`config.mk`:
```
export PLATFORM = sky130hd
export DESIGN_NAME = spi_regif
export DESIGN_NICKNAME = d
export VERILOG_FILES = /design/src/rtl/spi_regif_pkg.sv /design/src/rtl/spi_fifo.sv /design/src/rtl/spi_cfgregs.sv /design/src/rtl/spi_wmark.sv /design/src/rtl/spi_regif.sv
export SDC_FILE = /design/constraint.sdc
export NUM_CORES = 1
export LEC_CHECK = 0
export BUFFER_PORTS_ARGS = -buffer_cell sky130_fd_sc_hd__buf_2
export CAP_MARGIN = 20
export CORE_ASPECT_RATIO = 1.5
export CORE_MARGIN = 8
export CORE_UTILIZATION = 62
export CTS_CLUSTER_SIZE = 12
export DETAILED_ROUTE_END_ITERATION = 10
export PLACE_DENSITY = 0.91
export SLEW_MARGIN = 10
export SYNTH_ARGS = -nofsm -noshare
export SYNTH_HDL_FRONTEND = slang
export SYNTH_SLANG_ARGS = --single-unit
```
`constraint.sdc`:
```
create_clock -name clk -period 4.08 [get_ports clk]
set_input_delay 0.408 -clock clk [delete_from_list [all_inputs] [get_ports clk]]
set_output_delay 0.408 -clock clk [all_outputs]
set_load 0.005 [all_outputs]
```
`src/rtl/spi_regif_pkg.sv`:
```
package spi_regif_pkg;
   localparam logic [7:0] A_DIV    = 8'h00;
   localparam logic [7:0] A_CLKM   = 8'h04;
   localparam logic [7:0] A_CSIX   = 8'h10;
   localparam logic [7:0] A_CSIDLE = 8'h14;
   localparam logic [7:0] A_CSMODE = 8'h18;
   localparam logic [7:0] A_DLY0   = 8'h28;
   localparam logic [7:0] A_DLY1   = 8'h2C;
   localparam logic [7:0] A_FMT    = 8'h40;
   localparam logic [7:0] A_TXD    = 8'h48;
   localparam logic [7:0] A_RXD    = 8'h4C;
   localparam logic [7:0] A_TXMK   = 8'h50;
   localparam logic [7:0] A_RXMK   = 8'h54;
   localparam logic [7:0] A_FLCTL  = 8'h60;
   localparam logic [7:0] A_FLFMT  = 8'h64;
   localparam logic [7:0] A_IEN    = 8'h70;
   localparam logic [7:0] A_IPEND  = 8'h74;
   localparam int         FLAG_BIT = 31;
   localparam int         PEND_TX  = 0;
   localparam int         PEND_RX  = 1;
endpackage

```
`src/rtl/spi_fifo.sv`:
```
module spi_fifo #(
   parameter  int DEPTH = 8,
   parameter  int W     = 8,
   localparam int PW    = (DEPTH > 1) ? $clog2(DEPTH) : 1,
   localparam int CW    = $clog2(DEPTH + 1)
) (
   input  logic          clk,
   input  logic          rst_n,
   input  logic          push,
   input  logic [W-1:0]  wdata,
   input  logic          pop,
   output logic [W-1:0]  rdata,
   output logic          full,
   output logic          empty,
   output logic [CW-1:0] count
);
   generate
      if (DEPTH < 2) begin : g_bad_depth
         $error("spi_fifo: DEPTH must be at least 2");
      end
   endgenerate

   logic [W-1:0]  mem [DEPTH];
   logic [PW-1:0] wp, rp, wp_n, rp_n;
   logic          push_ok, pop_ok;

   assign full    = (count == CW'(DEPTH));
   assign empty   = (count == '0);
   assign push_ok = push && !full;
   assign pop_ok  = pop && !empty;
   assign rdata   = mem[rp];

   generate
      if ((DEPTH & (DEPTH - 1)) == 0) begin : g_pow2
         assign wp_n = wp + 1'b1;
         assign rp_n = rp + 1'b1;
      end else begin : g_wrap
         assign wp_n = (wp == PW'(DEPTH - 1)) ? '0 : wp + 1'b1;
         assign rp_n = (rp == PW'(DEPTH - 1)) ? '0 : rp + 1'b1;
      end
   endgenerate

   always_ff @(posedge clk) begin
      if (push_ok) mem[wp] <= wdata;
   end

   always_ff @(posedge clk or negedge rst_n) begin
      if (!rst_n) begin
         wp    <= '0;
         rp    <= '0;
         count <= '0;
      end else begin
         if (push_ok) wp <= wp_n;
         if (pop_ok)  rp <= rp_n;
         count <= count + CW'(push_ok) - CW'(pop_ok);
      end
   end


   no_overflow_chk: assert property (@(posedge clk) disable iff (!rst_n)
      count <= CW'(DEPTH));


   count_step_chk: assert property (@(posedge clk) disable iff (!rst_n)
      (push && !full && !pop) |=> (count == $past(count) + 1'b1));


   full_hold_chk: assert property (@(posedge clk) disable iff (!rst_n)
      (push && full && !pop) |=> full);
endmodule

```
`src/rtl/spi_cfgregs.sv`:
```
module spi_cfgregs
   import spi_regif_pkg::*;
#(
   parameter  int NCS = 4,
   localparam int CSW = (NCS > 1) ? $clog2(NCS) : 1
) (
   input  logic           clk,
   input  logic           rst_n,
   input  logic           wr,
   input  logic [7:0]     addr,
   input  logic [31:0]    wdata,
   output logic [31:0]    rd_val,
   output logic [11:0]    div,
   output logic [1:0]     clk_mode,
   output logic [CSW-1:0] cs_index,
   output logic [NCS-1:0] cs_idle,
   output logic [1:0]     cs_mode,
   output logic [7:0]     lead_dly,
   output logic [7:0]     trail_dly,
   output logic [7:0]     gap_cs,
   output logic [7:0]     gap_word,
   output logic [1:0]     lanes,
   output logic           lsb_first,
   output logic           tx_only,
   output logic [3:0]     frame_len
);
   logic [31:0] fl_fmt;

   always_ff @(posedge clk or negedge rst_n) begin
      if (!rst_n) begin
         div       <= 12'd3;
         clk_mode  <= '0;
         cs_index  <= '0;
         cs_idle   <= '1;
         cs_mode   <= '0;
         lead_dly  <= 8'd1;
         trail_dly <= 8'd1;
         gap_cs    <= 8'd1;
         gap_word  <= '0;
         lanes     <= '0;
         lsb_first <= 1'b0;
         tx_only   <= 1'b0;
         frame_len <= 4'd8;
         fl_fmt    <= '0;
      end else if (wr) begin
         case (addr)
            A_DIV:    div      <= wdata[11:0];
            A_CLKM:   clk_mode <= wdata[1:0];
            A_CSIX:   cs_index <= wdata[CSW-1:0];
            A_CSIDLE: cs_idle  <= wdata[NCS-1:0];
            A_CSMODE: cs_mode  <= wdata[1:0];
            A_DLY0: begin
               lead_dly  <= wdata[7:0];
               trail_dly <= wdata[23:16];
            end
            A_DLY1: begin
               gap_cs   <= wdata[7:0];
               gap_word <= wdata[23:16];
            end
            A_FMT: begin
               lanes     <= wdata[1:0];
               lsb_first <= wdata[2];
               tx_only   <= wdata[3];
               frame_len <= wdata[19:16];
            end
            A_FLFMT:  fl_fmt <= wdata;
            default: ;
         endcase
      end
   end

   always_comb begin
      rd_val = '0;
      case (addr)
         A_DIV:    rd_val[11:0]    = div;
         A_CLKM:   rd_val[1:0]     = clk_mode;
         A_CSIX:   rd_val[CSW-1:0] = cs_index;
         A_CSIDLE: rd_val[NCS-1:0] = cs_idle;
         A_CSMODE: rd_val[1:0]     = cs_mode;
         A_DLY0:   rd_val          = {8'h00, trail_dly, 8'h00, lead_dly};
         A_DLY1:   rd_val          = {8'h00, gap_word, 8'h00, gap_cs};
         A_FMT:    rd_val          = {12'h000, frame_len, 12'h000, tx_only, lsb_first, lanes};
         A_FLFMT:  rd_val          = fl_fmt;
         default:  rd_val          = '0;
      endcase
   end
endmodule

```
`src/rtl/spi_wmark.sv`:
```
module spi_wmark
   import spi_regif_pkg::*;
#(
   parameter int CW = 4
) (
   input  logic          clk,
   input  logic          rst_n,
   input  logic          wr,
   input  logic [7:0]    addr,
   input  logic [CW-1:0] wdata,
   input  logic [CW-1:0] tx_count,
   input  logic [CW-1:0] rx_count,
   output logic [1:0]    pend,
   output logic          irq,
   output logic [31:0]   rd_val
);
   logic [CW-1:0] tx_mark, rx_mark;
   logic [1:0]    ien;

   always_ff @(posedge clk or negedge rst_n) begin
      if (!rst_n) begin
         tx_mark <= CW'(1);
         rx_mark <= '0;
         ien     <= '0;
      end else if (wr) begin
         case (addr)
            A_TXMK: tx_mark <= wdata;
            A_RXMK: rx_mark <= wdata;
            A_IEN:  ien     <= wdata[1:0];
            default: ;
         endcase
      end
   end

   assign pend[PEND_TX] = (tx_count < tx_mark);
   assign pend[PEND_RX] = (rx_count > rx_mark);
   assign irq           = |(pend & ien);

   always_comb begin
      rd_val = '0;
      case (addr)
         A_TXMK:  rd_val[CW-1:0] = tx_mark;
         A_RXMK:  rd_val[CW-1:0] = rx_mark;
         A_IEN:   rd_val[1:0]    = ien;
         A_IPEND: rd_val[1:0]    = pend;
         default: rd_val         = '0;
      endcase
   end


   irq_gate_chk: assert property (@(posedge clk) disable iff (!rst_n)
      (ien == 2'b00) |-> !irq);


   tx_empty_pend_chk: assert property (@(posedge clk) disable iff (!rst_n)
      (tx_count == '0 && tx_mark != '0) |-> pend[PEND_TX]);
endmodule

```
`src/rtl/spi_regif.sv`:
```
module spi_regif
   import spi_regif_pkg::*;
#(
   parameter  int DEPTH  = 8,
   parameter  int DATA_W = 8,
   parameter  int NCS    = 4,
   localparam int CW     = $clog2(DEPTH + 1),
   localparam int CSW    = (NCS > 1) ? $clog2(NCS) : 1
) (
   input  logic              clk,
   input  logic              rst_n,
   input  logic              bus_sel,
   input  logic              bus_wr,
   input  logic [7:0]        bus_addr,
   input  logic [31:0]       bus_wdata,
   output logic [31:0]       bus_rdata,
   output logic              irq,
   output logic              tx_valid,
   input  logic              tx_ready,
   output logic [DATA_W-1:0] tx_data,
   input  logic              rx_valid,
   input  logic [DATA_W-1:0] rx_data,
   output logic [11:0]       cfg_div,
   output logic [1:0]        cfg_clk_mode,
   output logic [CSW-1:0]    cfg_cs_index,
   output logic [NCS-1:0]    cfg_cs_idle,
   output logic [1:0]        cfg_cs_mode,
   output logic [7:0]        cfg_lead_dly,
   output logic [7:0]        cfg_trail_dly,
   output logic [7:0]        cfg_gap_cs,
   output logic [7:0]        cfg_gap_word,
   output logic [1:0]        cfg_lanes,
   output logic              cfg_lsb_first,
   output logic              cfg_tx_only,
   output logic [3:0]        cfg_frame_len
);
   generate
      if (DATA_W < 1 || DATA_W > FLAG_BIT) begin : g_bad_width
         $error("spi_regif: DATA_W must be 1..31 to leave room for the flag bit");
      end
      if (NCS < 1 || NCS > 32) begin : g_bad_ncs
         $error("spi_regif: NCS must be 1..32");
      end
      if (CW > 8) begin : g_bad_depth
         $error("spi_regif: DEPTH too large for the mark fields");
      end
   endgenerate

   logic              wr_en, rd_en, tx_push, rx_pop;
   logic              tx_full, tx_empty, rx_full, rx_empty;
   logic [CW-1:0]     tx_count, rx_count;
   logic [DATA_W-1:0] rx_head;
   logic [31:0]       cfg_rd, wm_rd, fifo_rd;
   logic [1:0]        pend;

   assign wr_en   = bus_sel && bus_wr;
   assign rd_en   = bus_sel && !bus_wr;
   assign tx_push = wr_en && (bus_addr == A_TXD);
   assign rx_pop  = rd_en && (bus_addr == A_RXD);

   spi_fifo #(.DEPTH(DEPTH), .W(DATA_W)) i_txq (
      .clk(clk), .rst_n(rst_n),
      .push(tx_push), .wdata(bus_wdata[DATA_W-1:0]),
      .pop(tx_ready), .rdata(tx_data),
      .full(tx_full), .empty(tx_empty), .count(tx_count)
   );

   spi_fifo #(.DEPTH(DEPTH), .W(DATA_W)) i_rxq (
      .clk(clk), .rst_n(rst_n),
      .push(rx_valid), .wdata(rx_data),
      .pop(rx_pop), .rdata(rx_head),
      .full(rx_full), .empty(rx_empty), .count(rx_count)
   );

   assign tx_valid = !tx_empty;

   spi_cfgregs #(.NCS(NCS)) i_cfg (
      .clk(clk), .rst_n(rst_n), .wr(wr_en), .addr(bus_addr), .wdata(bus_wdata),
      .rd_val(cfg_rd), .div(cfg_div), .clk_mode(cfg_clk_mode),
      .cs_index(cfg_cs_index), .cs_idle(cfg_cs_idle), .cs_mode(cfg_cs_mode),
      .lead_dly(cfg_lead_dly), .trail_dly(cfg_trail_dly),
      .gap_cs(cfg_gap_cs), .gap_word(cfg_gap_word),
      .lanes(cfg_lanes), .lsb_first(cfg_lsb_first), .tx_only(cfg_tx_only),
      .frame_len(cfg_frame_len)
   );

   spi_wmark #(.CW(CW)) i_wm (
      .clk(clk), .rst_n(rst_n), .wr(wr_en), .addr(bus_addr),
      .wdata(bus_wdata[CW-1:0]), .tx_count(tx_count), .rx_count(rx_count),
      .pend(pend), .irq(irq), .rd_val(wm_rd)
   );

   always_comb begin
      fifo_rd = '0;
      if (bus_addr == A_TXD) begin
         fifo_rd[FLAG_BIT] = tx_full;
      end else if (bus_addr == A_RXD) begin
         if (rx_empty) fifo_rd[FLAG_BIT] = 1'b1;
         else          fifo_rd[DATA_W-1:0] = rx_head;
      end
   end

   always_ff @(posedge clk or negedge rst_n) begin
      if (!rst_n)     bus_rdata <= '0;
      else if (rd_en) bus_rdata <= fifo_rd | cfg_rd | wm_rd;
   end


   rx_empty_flag_chk: assert property (@(posedge clk) disable iff (!rst_n)
      (rx_pop && rx_empty) |=> (bus_rdata == 32'h8000_0000));


   rx_pop_flag_chk: assert property (@(posedge clk) disable iff (!rst_n)
      (rx_pop && !rx_empty) |=> !bus_rdata[FLAG_BIT]);


   rx_drop_chk: assert property (@(posedge clk) disable iff (!rst_n)
      (rx_valid && rx_full && !rx_pop) |=> (rx_count == $past(rx_count)));


   flash_off_chk: assert property (@(posedge clk) disable iff (!rst_n)
      (rd_en && bus_addr == A_FLCTL) |=> !bus_rdata[0]);


   tx_flag_chk: assert property (@(posedge clk) disable iff (!rst_n)
      (rd_en && bus_addr == A_TXD) |=> (bus_rdata[30:0] == '0));
endmodule

```
==> results.yml, run 1 <==
outcome:
  status: "finished, final reports clean"
sta:
  min_period_ps: 2794
  slew_viol_final: 0
  fin_skew_ps: 15.58
  hold_violations: 0
  relSlewSlack_pct: 26.98
  finalSetupViolCount: 0
  holdWs_ps: 97.82
  tns_ps: 0
  fmax_ghz: 0.3579
  finalCritPeriodShare_pct: 68.49
  rsz0062_at_grt: "no"
  worst_slew_pin_slew_ps: 1068
pwr:
  p_leak_nw: 6.333
  powerDensity_mw_per_mm2: 482.0
  finalPower_w: 0.006774
  ir_drop_mv: 0.4814
worst_setup_path:
  start_kind: "flip-flop"
  end_kind: "output pin"
  critPathSlowestCell: "a2111oi_0"
  crit_required_ps: 3670
  cp_cell_sequence: "ha_1 -> a2111oi_0 -> o21ai_0 -> o21ai_0 -> buf_2"
  crit_arrival_ps: 2390
  crit_type: "flip-flop to output pin"
  r2r_setup_slack_ps: 1430
  critPathMaxFanout: 4
  path_common_cell: "o21ai_0"
  cpPeakStageDelay_ps: 610
clock_tree:
  clock-root-buffer: "clkbuf_16"
  h-tree-depth: 1
  cts_resized: 0
  insertion_delay_ps: 530
  cts_buffers: 27
  path_clk_slew_ps: 60
  cts_setup_buffers: 0
  cts_tree: "yes"
  clockBufferDepth: 3
  cts_sinks: 284
synth:
  synthTopCellsByArea: "edfxtp_1 (31%), dfrtp_1 (29%), mux2_1 (5.9%)"
  yosysTopAreaCellShare_pct: 31.20
  synth_ff_type: "dfrtp_1"
  synth_fp_nets: 881
  syn_area_mm2: 0.01232
  yosys_warnings: 0
  syn_avg_cell_area_um2: 15.36
  synth_cell_type_count: 61
  ys_seq_area_share_pct: 63.00
  synth_edf_count: 128
  async_flop_share_pct: 54.93
  synth-seq-cells: 284
  yosys.area.top_type: "edfxtp_1"
  synthCells: 802
routing:
  vias_per_cell: 6.104
  vias: 7557
  drt_iter0_markers: 611
  post-route-drc-count: 0
  firstDrtPassIters: 6
  ant_nets: 0
  wirelength_mm: 29.28
  wire_per_inst_um: 23.65
min_path:
  worst_hold_path_type: "input port to flip-flop"
placed_design:
  dpl.hpwl_mm: 20.98
  port-buffer-count: 157
  gp_congestion: 0.9536
die:
  die_h_um: 188.6
  fp.coreArea_mm2: 0.01963
  fp.dieArea_mm2: 0.02473
  rows: 63
  ios: 158
  initial_core_util_pct: 62.77
  fp.dieW_um: 131.1
global_routing:
  antenna_found_initial: 2
  grt_pass1_wl_mm: 45.76
  grt_max_degree: 86
  grtUsageTotal_pct: 24.46
  overflow: 0
  grt_pass1_vias: 8224
layout:
  fill_cells: 1207
  syn_to_final_growth_pct: 14.10
  drive_above_1_share_pct: 31.73
  final_nets: 1035
job:
  maxCapViolCount: 0
state kept, by name, indices dropped and copies added (netlist names), 3 cells and up:
| name | count |
|---|---|
| i_cfg.trail_dly | 8 |
| i_rxq.rp | 3 |
| bus_rdata | 32 |
| i_wm.rx_mark | 4 |
| i_txq.wp | 3 |
| i_rxq.count | 4 |
| i_cfg.div | 12 |
| i_txq.count | 4 |
| i_cfg.cs_idle | 4 |
| i_cfg.fl_fmt | 32 |
| i_rxq.wp | 3 |
| i_txq.rp | 3 |
| i_cfg.lead_dly | 8 |
| i_cfg.frame_len | 4 |
| i_cfg.gap_cs | 8 |
| i_wm.tx_mark | 4 |
| i_txq.mem | 64 |
| i_cfg.gap_word | 8 |
| i_rxq.mem | 64 |
worst paths after layout:
path,startpoint,end,cells after the start
setup / recovery,i_txq.count[1]$_DFF_PN0_,irq,5
setup reg to reg,i_rxq.count[2]$_DFF_PN0_,i_rxq.count[2]$_DFF_PN0_,11
hold / removal,bus_wdata[14],i_cfg.fl_fmt[14]$_DFFE_PN0P_,2
min in group asynchronous,rst_n,i_cfg.clk_mode[0]$_DFFE_PN0P_,2
hold reg to reg,bus_rdata[28]$_DFFE_PN0P_,bus_rdata[28]$_DFFE_PN0P_,2
max in group asynchronous,rst_n,i_cfg.fl_fmt[28]$_DFFE_PN0P_,3
routing by layer:
metal / wire length, um / GRT usage (%) / part of all wire, % / vias up
met5: 12 / 0 / 0.041 / -
met4: 1706 / 14.01 / 5.8 / 2
met3: 1723 / 3.480 / 5.9 / 100
met2: 15800 / 43.00 / 54 / 311
met1: 10040 / 27.39 / 34 / 3824
li1: - / - / - / 3320
critical path: cells and delay by family (launching register included):
family / cells / cell delay, ps
compound gates: 3 / 940
flops: 1 / 420
fa+ha+maj: 1 / 310
buf+inv: 1 / 180
cell families (layout without fill, tap and decap cells):
kind of cell | after synthesis | count (layout) | share of synthesized area [%]
mux | 157 | 157 | 17.79
flops | 284 | 284 | 63.00
other cells | 0 | 1 | 0
buf+inv | 67 | 242 | 2.884
simple gates | 174 | 174 | 7.394
fa+ha+maj | 25 | 25 | 2.661
compound gates | 83 | 83 | 5.414
xor+xnor | 12 | 12 | 0.8531
repair_timing:
| item | in CTS | in global routing |
|---|---|---|
| hold endpoints to repair | 63 | 0 |
| setup endpoints to repair | 0 | 0 |
| hold buffers | 1 | 0 |
cells in the final DEF (no fill, tap or decap), drive strengths merged, types with 7 or more instances in the layout:
| cell type | instances |
|---|---|
| buf | 167 |
| dfrtp | 145 |
| edfxtp | 128 |
| mux2 | 116 |
| nand2 | 71 |
| clkbuf | 49 |
| nor2 | 36 |
| mux4 | 32 |
| inv | 25 |
| ha | 23 |
| nand3 | 18 |
| a21oi | 12 |
| a22o | 12 |
| dfstp | 11 |
| o21ai | 10 |
| nand2b | 9 |
| a221oi | 9 |
| mux2i | 9 |
| a222oi | 8 |
| nor4 | 7 |
cells in the mapped netlist, types with 5 or more instances:
master,number
inv_1,24
clkbuf_1,12
xnor2_1,6
a22oi_1,6
a22o_1,12
dfstp_2,11
nor4_1,5
mux4_2,32
edfxtp_1,128
mux2_1,64
nand2b_1,9
nand2_1,66
o21ai_0,10
buf_4,5
buf_6,9
mux2_4,20
buf_2,13
nand3_1,18
mux2_2,32
a21oi_1,12
dfrtp_1,145
xor2_1,6
ha_1,23
a221oi_1,9
nor2b_1,5
nor3_1,6
a222oi_1,8
nor2_1,34
and2_1,5
mux2i_1,9
per-stage QoR:
stage	utilization (%)	cell area, um2	worst slack, ps	cells
5_1_grt	71.61	14060	1223	1238
4_1_cts	71.50	14030	952.0	1235
6_report	71.61	14060	1286	1238
3_5_place_dp	67.49	13250	1095	1184
2_1_floorplan	-	12320	1563	802
3_3_place_gp	67.49	13250	1163	1184
final cells by class:
class                      instances  area [um2]  area share, %
multi-input combinational        451        4205          29.92
inverter                          24       90.09         0.6409
tap                              260       325.3          2.314
timing repair buffer             168       894.6          6.365
antenna                            1       2.502        0.01780
clock inverter                     1       8.758        0.06231
sequential                       284        7761          55.22
clock buffer                      49       768.2          5.466
power breakdown:
| group | internal, W | switching [W] | total, W | leakage, nW |
|---|---|---|---|---|
| Combinational | 0.000565 | 0.000546 | 0.00111 | 2.76 |
| Clock | 0.00126 | 0.000994 | 0.00226 | 0.369 |
| Sequential | 0.00322 | 0.000190 | 0.00341 | 3.20 |
Power figures use the tool's default switching activity.
==> inputs of run 2 (changes only) <==
- CORE_UTILIZATION: 62 -> 58
- PLACE_DENSITY: 0.91 -> 0.86
- clock period: 4.08 -> 2.9 ns (I/O delays scaled with it)
==> run 2 against run 1 <==
  * Critical path depth rose by 2
  * Register-to-register slack worse by 1100 ps
  * Highest routed layer is now met4
  * Clock power grew 46%
  * Combinational power increased by 48%
==> results.yml, run 2 (synthesis gave the netlist of run 1 again) <==
layout:
  multi_input_area_mm2: 0.004205
  syn_to_final_growth_pct: 17.81
  top_regs: "i_rxq.mem (64), i_txq.mem (64)"
  n_antenna_cell: 0
  drive_above_1_share_pct: 33.20
  final_cell_mix: "buf_2 (156), dfrtp_1 (145), edfxtp_1 (128)"
  final_common_cell: "buf_2"
  layout.area.seq_mm2: 0.007761
  final_nets: 1084
  fill_cells: 1378
worst_setup_path:
  r2r-end: "i_rxq.count[1]$_DFF_PN0_"
  r2r_setup_slack_ps: 370
  r2r_start: "i_rxq.count[2]$_DFF_PN0_"
  crit_arrival_ps: 2320
  worstRegToRegCells: 11
  crit_type: "flip-flop to output pin"
  start_kind: "flip-flop"
  end_kind: "output pin"
  critPathMaxFanout: 5
  crit_required_ps: 2610
die:
  fp.dieArea_mm2: 0.02626
  rows: 65
  ios: 158
  initial_core_util_pct: 58.71
  fp.dieW_um: 135.0
  die_h_um: 194.5
  fp.coreArea_mm2: 0.02098
sta:
  worst_slew_pin_slew_ps: 789.7
  finalSetupViolCount: 0
  rsz0062_at_grt: "no"
  fin_skew_ps: 7.328
  hold_violations: 0
  finalCritPeriodShare_pct: 89.97
  tns_ps: 0
  fmax_ghz: 0.3833
  slew_viol_final: 0
  holdWs_ps: 19.51
  min_period_ps: 2609
  relSlewSlack_pct: 47.35
min_path:
  hold_start: "rx_data[4]"
  worst_hold_path_type: "input port to flip-flop"
  whs_path_depth: 1
  worstHoldEndpoint: "i_rxq.mem[2][4]$_DFFE_PP_"
clock_tree:
  cts_tree: "yes"
  clock-root-buffer: "clkbuf_16"
  insertion_delay_ps: 540
  path_clk_slew_ps: 60
  h-tree-depth: 1
  cts_buffers: 28
  cts_sinks: 284
  clockBufferDepth: 3
  cts_resized: 0
  cts_setup_buffers: 0
routing:
  wire_per_inst_um: 23.43
  vias: 7772
  vias_per_cell: 6.002
  post-route-drc-count: 0
  wirelength_mm: 30.34
  drt_iter0_markers: 563
  ant_nets: 0
  firstDrtPassIters: 5
pwr:
  ir_drop_mv: 0.5945
  powerDensity_mw_per_mm2: 667.8
  p_comb_share_pct: 16.9
  p_sw_share_pct: 25.75
  power_switching_w: 0.002496
  intPower_w: 0.007197
  p_leak_nw: 6.581
  pwr-share-seq_pct: 49.2
  clkPwrFrac_pct: 33.9
placed_design:
  port-buffer-count: 157
  dpl.hpwl_mm: 21.75
  gp_congestion: 0.8939
global_routing:
  grt_pass1_vias: 8444
  antenna_found_initial: 0
  grt_max_degree: 74
  grtUsageTotal_pct: 23.41
  overflow: 0
  grt_pass1_wl_mm: 47.72
job:
  maxCapViolCount: 0
outcome:
  status: "finished, final reports clean"
[run 2: cell count changes in the layout (fill, tap and decap cells not counted), sizes merged]
| cell | change |
|---|---|
| dlygate4sd3 | +20 |
| buf | +28 |
| diode | -1 |
| clkinv | +2 |
| clkinvlp | +1 |
| inv | -1 |
[run 2: final cells by class]
| type | instances | share of cell area [%] |
|---|---|---|
| flip-flops and latches | 284 | 53.47 |
| multi-input cells | 451 | 28.97 |
| repair buffers | 216 | 8.957 |
| clock buffers | 49 | 5.440 |
| well taps | 268 | 2.310 |
| inverters | 24 | 0.6207 |
| clock inverters | 3 | 0.2241 |
[run 2: how the worst max path moves through the flow]
stage | startpoint | endpoint | cells after the start
floorplan | i_rxq.count[2]$_DFF_PN0_ | i_rxq.count[2]$_DFF_PN0_ | 11
global placement | i_rxq.count[2]$_DFF_PN0_ | i_rxq.count[2]$_DFF_PN0_ | 11
detailed placement | i_rxq.count[2]$_DFF_PN0_ | i_rxq.count[1]$_DFF_PN0_ | 11
CTS | i_rxq.count[1]$_DFF_PN0_ | irq | 7
global route | i_txq.count[1]$_DFF_PN0_ | irq | 5
finish | i_rxq.count[1]$_DFF_PN0_ | irq | 7
[run 2: repair_timing]
item / in CTS / in global routing
hold buffers: 21 / 0
setup endpoints to repair: 0 / 0
hold endpoints to repair: 93 / 0
[run 2: power by group through the flow]
stage | Sequential, W | Clock (W) | Combinational, W
after floorplan | 0.00472 | 0 | 0.00113
after global placement | 0.00483 | 0 | 0.00156
after detailed placement | 0.00484 | 0 | 0.00163
after CTS | 0.00477 | 0.00334 | 0.00167
after global routing | 0.00480 | 0.00349 | 0.00183
final | 0.00477 | 0.00329 | 0.00164
[run 2: routing by layer]
metal / vias to the layer above / share of wire [%] / global-route usage, %
li1: 3420 / - / -
met1: 3943 / 36 / 26.17
met2: 304 / 52 / 41.09
met3: 105 / 5.9 / 3.640
met4: 0 / 5.9 / 13.79
met5: - / 0 / 0
[run 2: worst max-delay path, stage by stage (launching register included)]
cell and delay, ps:
dfrtp_1 440, ha_1 320, nor2b_1 130, o21a_1 160, o21a_1 170, o21ai_0 230
o21ai_0 160, buf_2 160
[run 2: metrics by stage]
stage | cells | utilization [%] | worst slack [ps] | cell area, um2 | total power [W]
global placement | 1222 | 64.25 | 459.4 | 13480 | 0.006391
finish | 1295 | 69.17 | 290.9 | 14510 | 0.009693
global route | 1295 | 69.17 | 149.2 | 14510 | 0.01012
floorplan | 802 | - | 466.0 | 12320 | 0.005851
CTS | 1295 | 69.17 | 273.8 | 14510 | 0.009777
detailed placement | 1222 | 64.25 | 367.5 | 13480 | 0.006478
